## src/rtl/adc_fmt_pkg.sv

```systemverilog
`timescale 1ns/1ps
package adc_fmt_pkg;
  localparam int FAST_LAT = 7;

  typedef struct packed {
    logic full_data;
    logic fast_sel;
  } fmt_cfg_t;

  localparam fmt_cfg_t CFG_RST = '{full_data: 1'b0, fast_sel: 1'b1};
endpackage

```

## src/rtl/ovr_detect.sv

```systemverilog
`timescale 1ns/1ps
module ovr_detect #(
  parameter int W     = 14,
  parameter int THR_W = 3
) (
  input  logic [W-1:0]     smp_i,
  input  logic [THR_W-1:0] thr_i,
  output logic             sat_o,
  output logic             fast_o
);
  localparam int SH = W - 1 - THR_W;
  localparam logic [W-1:0] POS_MAX = {1'b0, {(W-1){1'b1}}};
  localparam logic [W-1:0] NEG_MAX = {1'b1, {(W-1){1'b0}}};

  logic [W-1:0] mag;
  logic [W-1:0] lim;

  assign sat_o  = (smp_i == POS_MAX) || (smp_i == NEG_MAX);
  // unsigned magnitude; most negative code maps to 2^(W-1)
  assign mag    = smp_i[W-1] ? (~smp_i + 1'b1) : smp_i;
  assign lim    = {1'b0, thr_i, {SH{1'b0}}};
  assign fast_o = (mag >= lim);
endmodule

```

## src/rtl/dly_line.sv

```systemverilog
`timescale 1ns/1ps
module dly_line #(
  parameter int WIDTH = 1,
  parameter int DEPTH = 1
) (
  input  logic             clk_i,
  input  logic             rst_ni,
  input  logic [WIDTH-1:0] d_i,
  output logic [WIDTH-1:0] q_o
);
  logic [WIDTH-1:0] stg_q [DEPTH];

  always_ff @(posedge clk_i or negedge rst_ni) begin
    if (!rst_ni) begin
      for (int i = 0; i < DEPTH; i++) stg_q[i] <= '0;
    end else begin
      stg_q[0] <= d_i;
      for (int i = 1; i < DEPTH; i++) stg_q[i] <= stg_q[i-1];
    end
  end

  assign q_o = stg_q[DEPTH-1];
endmodule

```

## src/rtl/word_pack.sv

```systemverilog
`timescale 1ns/1ps
module word_pack
  import adc_fmt_pkg::*;
#(
  parameter int W = 14
) (
  input  logic [W-1:0] data_i,
  input  logic         sat_i,
  input  logic         fast_i,
  input  fmt_cfg_t     cfg_i,
  output logic [W-1:0] word_o
);
  logic flag;

  assign flag = cfg_i.fast_sel ? fast_i : sat_i;

  always_comb begin
    word_o = data_i;
    if (!cfg_i.full_data) word_o[0] = flag;
  end
endmodule

```

## src/rtl/adc_word_fmt.sv

```systemverilog
`timescale 1ns/1ps
module adc_word_fmt
  import adc_fmt_pkg::*;
#(
  parameter int W     = 14,
  parameter int LAT   = 10,
  parameter int THR_W = 3
) (
  input  logic             clk_i,
  input  logic             rst_ni,
  input  logic [W-1:0]     smp_i,
  input  logic [THR_W-1:0] thr_i,
  input  logic             full_data_i,
  input  logic             fast_sel_i,
  output logic [W-1:0]     word_o
);
  fmt_cfg_t     cfg_q;
  logic         hit_sat, hit_fast;
  logic [W-1:0] data_last;
  logic         sat_last, fast_last;

  always_ff @(posedge clk_i or negedge rst_ni) begin
    if (!rst_ni) cfg_q <= CFG_RST;
    else         cfg_q <= '{full_data: full_data_i, fast_sel: fast_sel_i};
  end

  ovr_detect #(.W(W), .THR_W(THR_W)) u_det (
    .smp_i (smp_i),
    .thr_i (thr_i),
    .sat_o (hit_sat),
    .fast_o(hit_fast)
  );

  dly_line #(.WIDTH(W), .DEPTH(LAT)) u_data_dly (
    .clk_i(clk_i), .rst_ni(rst_ni), .d_i(smp_i), .q_o(data_last)
  );

  // saturation flag rides alongside the data
  dly_line #(.WIDTH(1), .DEPTH(LAT)) u_sat_dly (
    .clk_i(clk_i), .rst_ni(rst_ni), .d_i(hit_sat), .q_o(sat_last)
  );

  dly_line #(.WIDTH(1), .DEPTH(FAST_LAT)) u_fast_dly (
    .clk_i(clk_i), .rst_ni(rst_ni), .d_i(hit_fast), .q_o(fast_last)
  );

  word_pack #(.W(W)) u_pack (
    .data_i(data_last),
    .sat_i (sat_last),
    .fast_i(fast_last),
    .cfg_i (cfg_q),
    .word_o(word_o)
  );
endmodule

```

## config.mk

```make
export PLATFORM = sky130hd
export DESIGN_NAME = adc_word_fmt
export DESIGN_NICKNAME = d
export VERILOG_FILES = /design/src/rtl/adc_fmt_pkg.sv /design/src/rtl/ovr_detect.sv /design/src/rtl/dly_line.sv /design/src/rtl/word_pack.sv /design/src/rtl/adc_word_fmt.sv
export SDC_FILE = /design/constraint.sdc
export NUM_CORES = 1
export LEC_CHECK = 0
export ABC_AREA = 1
export BUFFER_PORTS_ARGS = -buffer_cell sky130_fd_sc_hd__buf_2
export CAP_MARGIN = 30
export CORE_MARGIN = 10
export CORE_UTILIZATION = 40
export DETAILED_ROUTE_END_ITERATION = 10
export GPL_TIMING_DRIVEN = 0
export PLACE_DENSITY = 0.62
export SYNTH_ARGS = -nofsm -noshare
export SYNTH_HDL_FRONTEND = slang
export SYNTH_SLANG_ARGS = --single-unit
```

## constraint.sdc

```tcl
create_clock -name clk_i -period 1 [get_ports clk_i]
set_input_delay 0.1 -clock clk_i [delete_from_list [all_inputs] [get_ports clk_i]]
set_output_delay 0.1 -clock clk_i [all_outputs]
set_load 0.05 [all_outputs]
```

* Yosys cells after proc, flatten, opt, wreduce, memory -nomap -nowiden *
Index checks and enable logic that the tools add are counted.

word-level totals
  memories kept = 0
  bits in latches = 0
  register bits = 159
  bits in writable memories = 0
  word-level logic and storage cells = 38
  ROM bits = 0

cells by class
  bitwise gates (word level) = 1
  reductions and logical operators = 1
  div/mod/pow operators = 0
  magnitude comparators = 1
  shift-type cells = 0
  $mul = 0
  equality and inequality tests = 2
  add/sub/neg operators = 1
  muxes and demuxes = 3

operator list
  kind                                                                number
  14-bit by 1-bit adder with 14-bit output (second input constant)    1
  14-bit by 13-bit == test with 1-bit output (second input constant)  1
  14-bit == test (second input constant)                              1
  14-bit by 13-bit greater-or-equal comparator with 1-bit output      1
  14-bit two-way mux                                                  1
  14-bit inverter                                                     1
  1-bit two-way mux                                                   2
  1-bit logical OR                                                    1

* Depth between registers and ports, before layout *
  word-level depth = 4
  mapped depth = 17

* Modules after synthesis *
A second synthesis with hierarchy kept.

unflattened totals
  cell total of the unflattened synthesis = 310
  area, all modules = 4,774.6 µm²

modules (own cells, without submodules)
  module                  cells an instance  seq. area each (µm²)  instances  area an instance (µm²)
  dly_line at u_data_dly  154                3,503.4               1          3,608.5
  ovr_detect              115                0.0                   1          556.8
  dly_line at u_sat_dly   10                 250.2                 1          250.2
  dly_line at u_fast_dly  7                  175.2                 1          175.2
  word_pack               22                 0.0                   1          132.6
  adc_word_fmt            2                  51.3                  1          51.3

* Worst setup path before layout *
No wires, ideal clock.

  kind = input to register
  start = input smp_i[0]
  end = register u_fast_dly.stg_q[6] in the netlist's numbering
  setup slack = -835 ps
  stages on the path = 17
  data required time = 934 ps
  buffers on the path = 0
  setup time = 66 ps
  data arrival time = 1,769 ps
  cell sequence = inv_1 > ha_1 > nand2_2 > nor2_2 > nand3_1 > o21ai_2 > xnor2_1 > inv_1 > ha_1 > nand2_1 > nor3_1 > nand2_1 > a21oi_1 > nand2_1 > nor2_1 > nand3_1 > nand2_1

on the way
  word-level cells in the longest chain between the ends = 4

RTL lines
  what                                                                RTL line            text
  start, declared                                                     adc_word_fmt.sv:11  input logic [W-1:0] smp_i,
  14-bit inverter                                                     ovr_detect.sv:20    assign mag = smp_i[W-1] ? (~smp_i + 1'b1) : smp_i;
  14-bit by 1-bit adder with 14-bit output                            ovr_detect.sv:20
  14-bit two-way mux (*)                                              ovr_detect.sv:20
  14-bit by 13-bit greater-or-equal comparator with 1-bit output (*)  ovr_detect.sv:22    assign fast_o = (mag >= lim);
  named net hit_fast                                                  adc_word_fmt.sv:18  logic hit_sat, hit_fast;
  end, declared                                                       dly_line.sv:11      logic [WIDTH-1:0] stg_q [DEPTH];

The timed path passes the listed nets; every way through them passes the cells marked *.

* Worst setup path after layout *
  start = input smp_i[3]
  end = register u_fast_dly.stg_q[6] in the netlist's numbering

Same word-level chain as after synthesis.

==> metrics.yaml <==
yosys:
  yosysTopAreaCell: "sky130_fd_sc_hd__dfrtp_1"
  ys_seq_area_frac: 0.859
  synth-adder-area-share: 0.0135
  post_synthesis_cell_area_um2: 4630
  yosysUniqueCellTypes: 23
  synth_compound_gate_area_share: 0.0135
  synth_mux_area_frac: 0
  synthCells: 284
  synth-seq-cells: 159
  synth_top_family_by_area: "simple AND/OR/NAND/NOR gates"
  syn-mean-instance-area_um2: 16.3
  synth_simple_gate_area_share: 0.0667
  synth.area.top_cells: "sky130_fd_sc_hd__dfrtp_1, sky130_fd_sc_hd__nand2_1, sky130_fd_sc_hd__buf_4"
  ys_warn_count: 0
  synth_nets: 310
  proportion_of_netlist_area_held_by_the_largest_area_contributor: 0.853
  yosys.area_share.xor_xnor: 0.00567
floorplan:
  site_rows: 39
  floorplan.core_area_um2: 11400
  effective_utilization_at_floorplan: 0.408
  fp.dieArea_um2: 16300
  io_pins: 35
  die_h_um: 128
  die_w_um: 128
drt:
  drt_drc_violations_left: 0
  wl_met2_um: 3270
  via_count: 2196
  drt_wl_total_um: 6480
  drt_first_pass_iters: 6
  wl_met3_um: 448
  wirelength_met1_um: 2570
  vias_per_cell: 4.37
  wl_per_cell_um: 12.9
  postRouteAntennaNets: 0
  detailedRoute.firstIterationViolations: 140
  topRoutingLayerUsed: "met4"
global_route:
  grt_antenna_before_repair: 0
  global_route.overflow_total: 0
  grt_start_max_net_pins: 87
  number_of_global_route_vias_before_repair: 2434
  grt_pass1_wl_um: 11000
  grtUsageTotal: 0.0844
power:
  power.ir.vdd_worst_mv: 1.21
  switching_portion_of_total_power: 0.200
  cellLeakagePower_nw: 2.81
  net-switching-power_mw: 2.79
  power_frac_comb: 0.052
  seq_power_share: 0.493
  power.total_mw: 14.0
  power.density_cell_area_nw_per_um2: 2330
  power.internal_mw: 11.2
  clockPowerShare: 0.455
clock_network:
  clock_path_buffers: 2
  cts_buffers: 17
  clkSlewWorstSetupHoldPaths_ns: 0.06
  clock-root-buffer: "sky130_fd_sc_hd__clkbuf_16"
  hold_buf_count_cts: 16
  clock_tree_from_tritoncts: "done"
  ctsHtreeMaxLevel: 4
  clkSinkCount: 159
  insertion_delay_ns: 0.40
layout:
  mostFrequentLayoutCell: "sky130_fd_sc_hd__dfrtp_1"
  layout.nets: 372
  top_library_cells_by_usage_in_the_layout_fill_and_taps_aside: "sky130_fd_sc_hd__dfrtp_1, sky130_fd_sc_hd__nand2_1, sky130_fd_sc_hd__inv_1"
  fillCellCount: 883
  area_growth_synth_to_finish_pct: 29.4
  drive_above_1_share: 0.267
  insertedDiodeCount: 0
outcome:
  violations: "hold timing, setup timing"
  outcome: "finished with violations"
placement:
  place_hpwl_um: 3490
  io_buffer_count: 34
  dp_worst_setup_slack_ns: -1.16
  globalplace.congestion: 0.923
timing:
  final_hold_viol_count: 85
  finalWorstSetupSlack_ns: -0.659
  max_freq_ghz: 0.603
  timing.final.max_slew_violations: 0
  slew_headroom: 0.509
  final_setup_skew_ns: 0.0139
  hold_ws_ns: -0.242
  max_slew.worst_pin.slew_ns: 0.736
  setup_repair_after_global_routing_missed_its_margin: "true"
  fin_crit_ns: 1.66
  final_worst_path_period_share: 1.66
  setup_viol: 15
critical_path:
  cp_data_arrival_time_ns: 2.00
  worst-path-max-fanout: 4
  reg2reg_depth: 0
  worst-setup-path-type: "in2reg"
  cp-start-kind: "input pin"
  sort_of_element_at_the_end_of_the_critical_path: "flop"
  worst-endpoint-required_ns: 1.34
worst_hold_path:
  min-delay-path-class: "in2async"
job:
  cap_violations: 0
## state kept, by name (all words and copies together) (netlist names)
register and count:
u_data_dly.q_o 14, u_data_dly.stg_q 126, cfg_q 2, u_fast_dly.stg_q 6, u_sat_dly.stg_q 9, u_fast_dly.q_o 1, u_sat_dly.q_o 1
## cell type report
class,instances,area (um2),area share
sequential,159,3980,0.664
timing repair buffer,56,572,0.0953
multi-input combinational,88,552,0.0920
clock buffer,22,474,0.0791
tap,143,179,0.0298
clock inverter,10,135,0.0225
inverter,22,92.6,0.0154
buffer,2,12.5,0.00209
## power by group through the flow
stage               combinational (mW)  sequential (mW)  clock (mW)
floorplan                        0.327             6.95           0
global placement                 0.563             6.96           0
detailed placement               0.596             6.98           0
CTS                              0.707             6.88        6.55
global route                     0.802             6.91        6.86
finish                           0.728             6.87        6.35
## synthesized netlist by cell type, drive strengths merged
library cell / instances
a21oi: 2
a221oi: 1
buf: 15
dfrtp: 158
dfstp: 1
ha: 5
inv: 22
nand2: 39
nand3: 14
nand4: 2
nor2: 14
nor3: 2
o21ai: 4
o21bai: 1
o32ai: 1
xnor2: 1
xor2: 2
## through the flow
step	util	cells	setup TNS (ns)	cell area [um2]
after floorplan	-	284	-0.765	4660
after global placement	0.441	461	-352.31	5010
after detailed placement	0.444	462	-1.79	5040
after CTS	0.524	501	-1.77	5960
after global routing	0.527	502	-2.14	6000
final	0.527	502	-1.43	6000
## timing repair
item	4_1_cts	5_1_grt
endpoints found under the setup margin	15	15
buffers inserted	4	1
pin swaps	15	14
hold endpoints to repair	101	85
gates cloned	0	0
resized for setup	62	11
## worst max-delay path, cell delays in order
cell	delay, ns
sky130_fd_sc_hd__buf_2	0.14
sky130_fd_sc_hd__nor2_2	0.22
sky130_fd_sc_hd__nand3_4	0.15
sky130_fd_sc_hd__nor2_4	0.15
sky130_fd_sc_hd__a21oi_1	0.10
sky130_fd_sc_hd__xor2_1	0.15
sky130_fd_sc_hd__ha_1	0.28
sky130_fd_sc_hd__inv_1	0.05
sky130_fd_sc_hd__nor3_2	0.13
sky130_fd_sc_hd__nand2_1	0.10
sky130_fd_sc_hd__a21oi_2	0.11
sky130_fd_sc_hd__nand2_1	0.08
sky130_fd_sc_hd__nor2_2	0.10
sky130_fd_sc_hd__nand3_1	0.07
sky130_fd_sc_hd__nand2_1	0.06
## logic make-up after synthesis
kind of cell | Yosys count
adder cells (fa/ha/maj) | 5
buffers and inverters | 37
AO/OA/AOI/OAI | 9
flip-flops | 159
AND/OR/NAND/NOR | 71
XOR/XNOR | 3
## metal layers
metal,global-route usage,vias up
met3,0.0401,20
li1,-,992
met5,0,-
met4,0.0563,0
met2,0.134,90
met1,0.0872,1094
## path summary, 6_finish.rpt
check                                     start                   end  slack [ns]
min                                      rst_ni  u_data_dly.stg_q[18]       -0.24
max reg2reg                  u_sat_dly.stg_q[1]         u_sat_dly.q_o        0.51
min in group clk_i                    smp_i[10]    u_sat_dly.stg_q[9]        0.03
max                                    smp_i[3]   u_fast_dly.stg_q[6]       -0.66
min reg2reg                u_data_dly.stg_q[30]  u_data_dly.stg_q[16]        0.34
max in group asynchronous                rst_ni              cfg_q[0]        0.44
No activity file was read; power rests on OpenSTA's default activity.
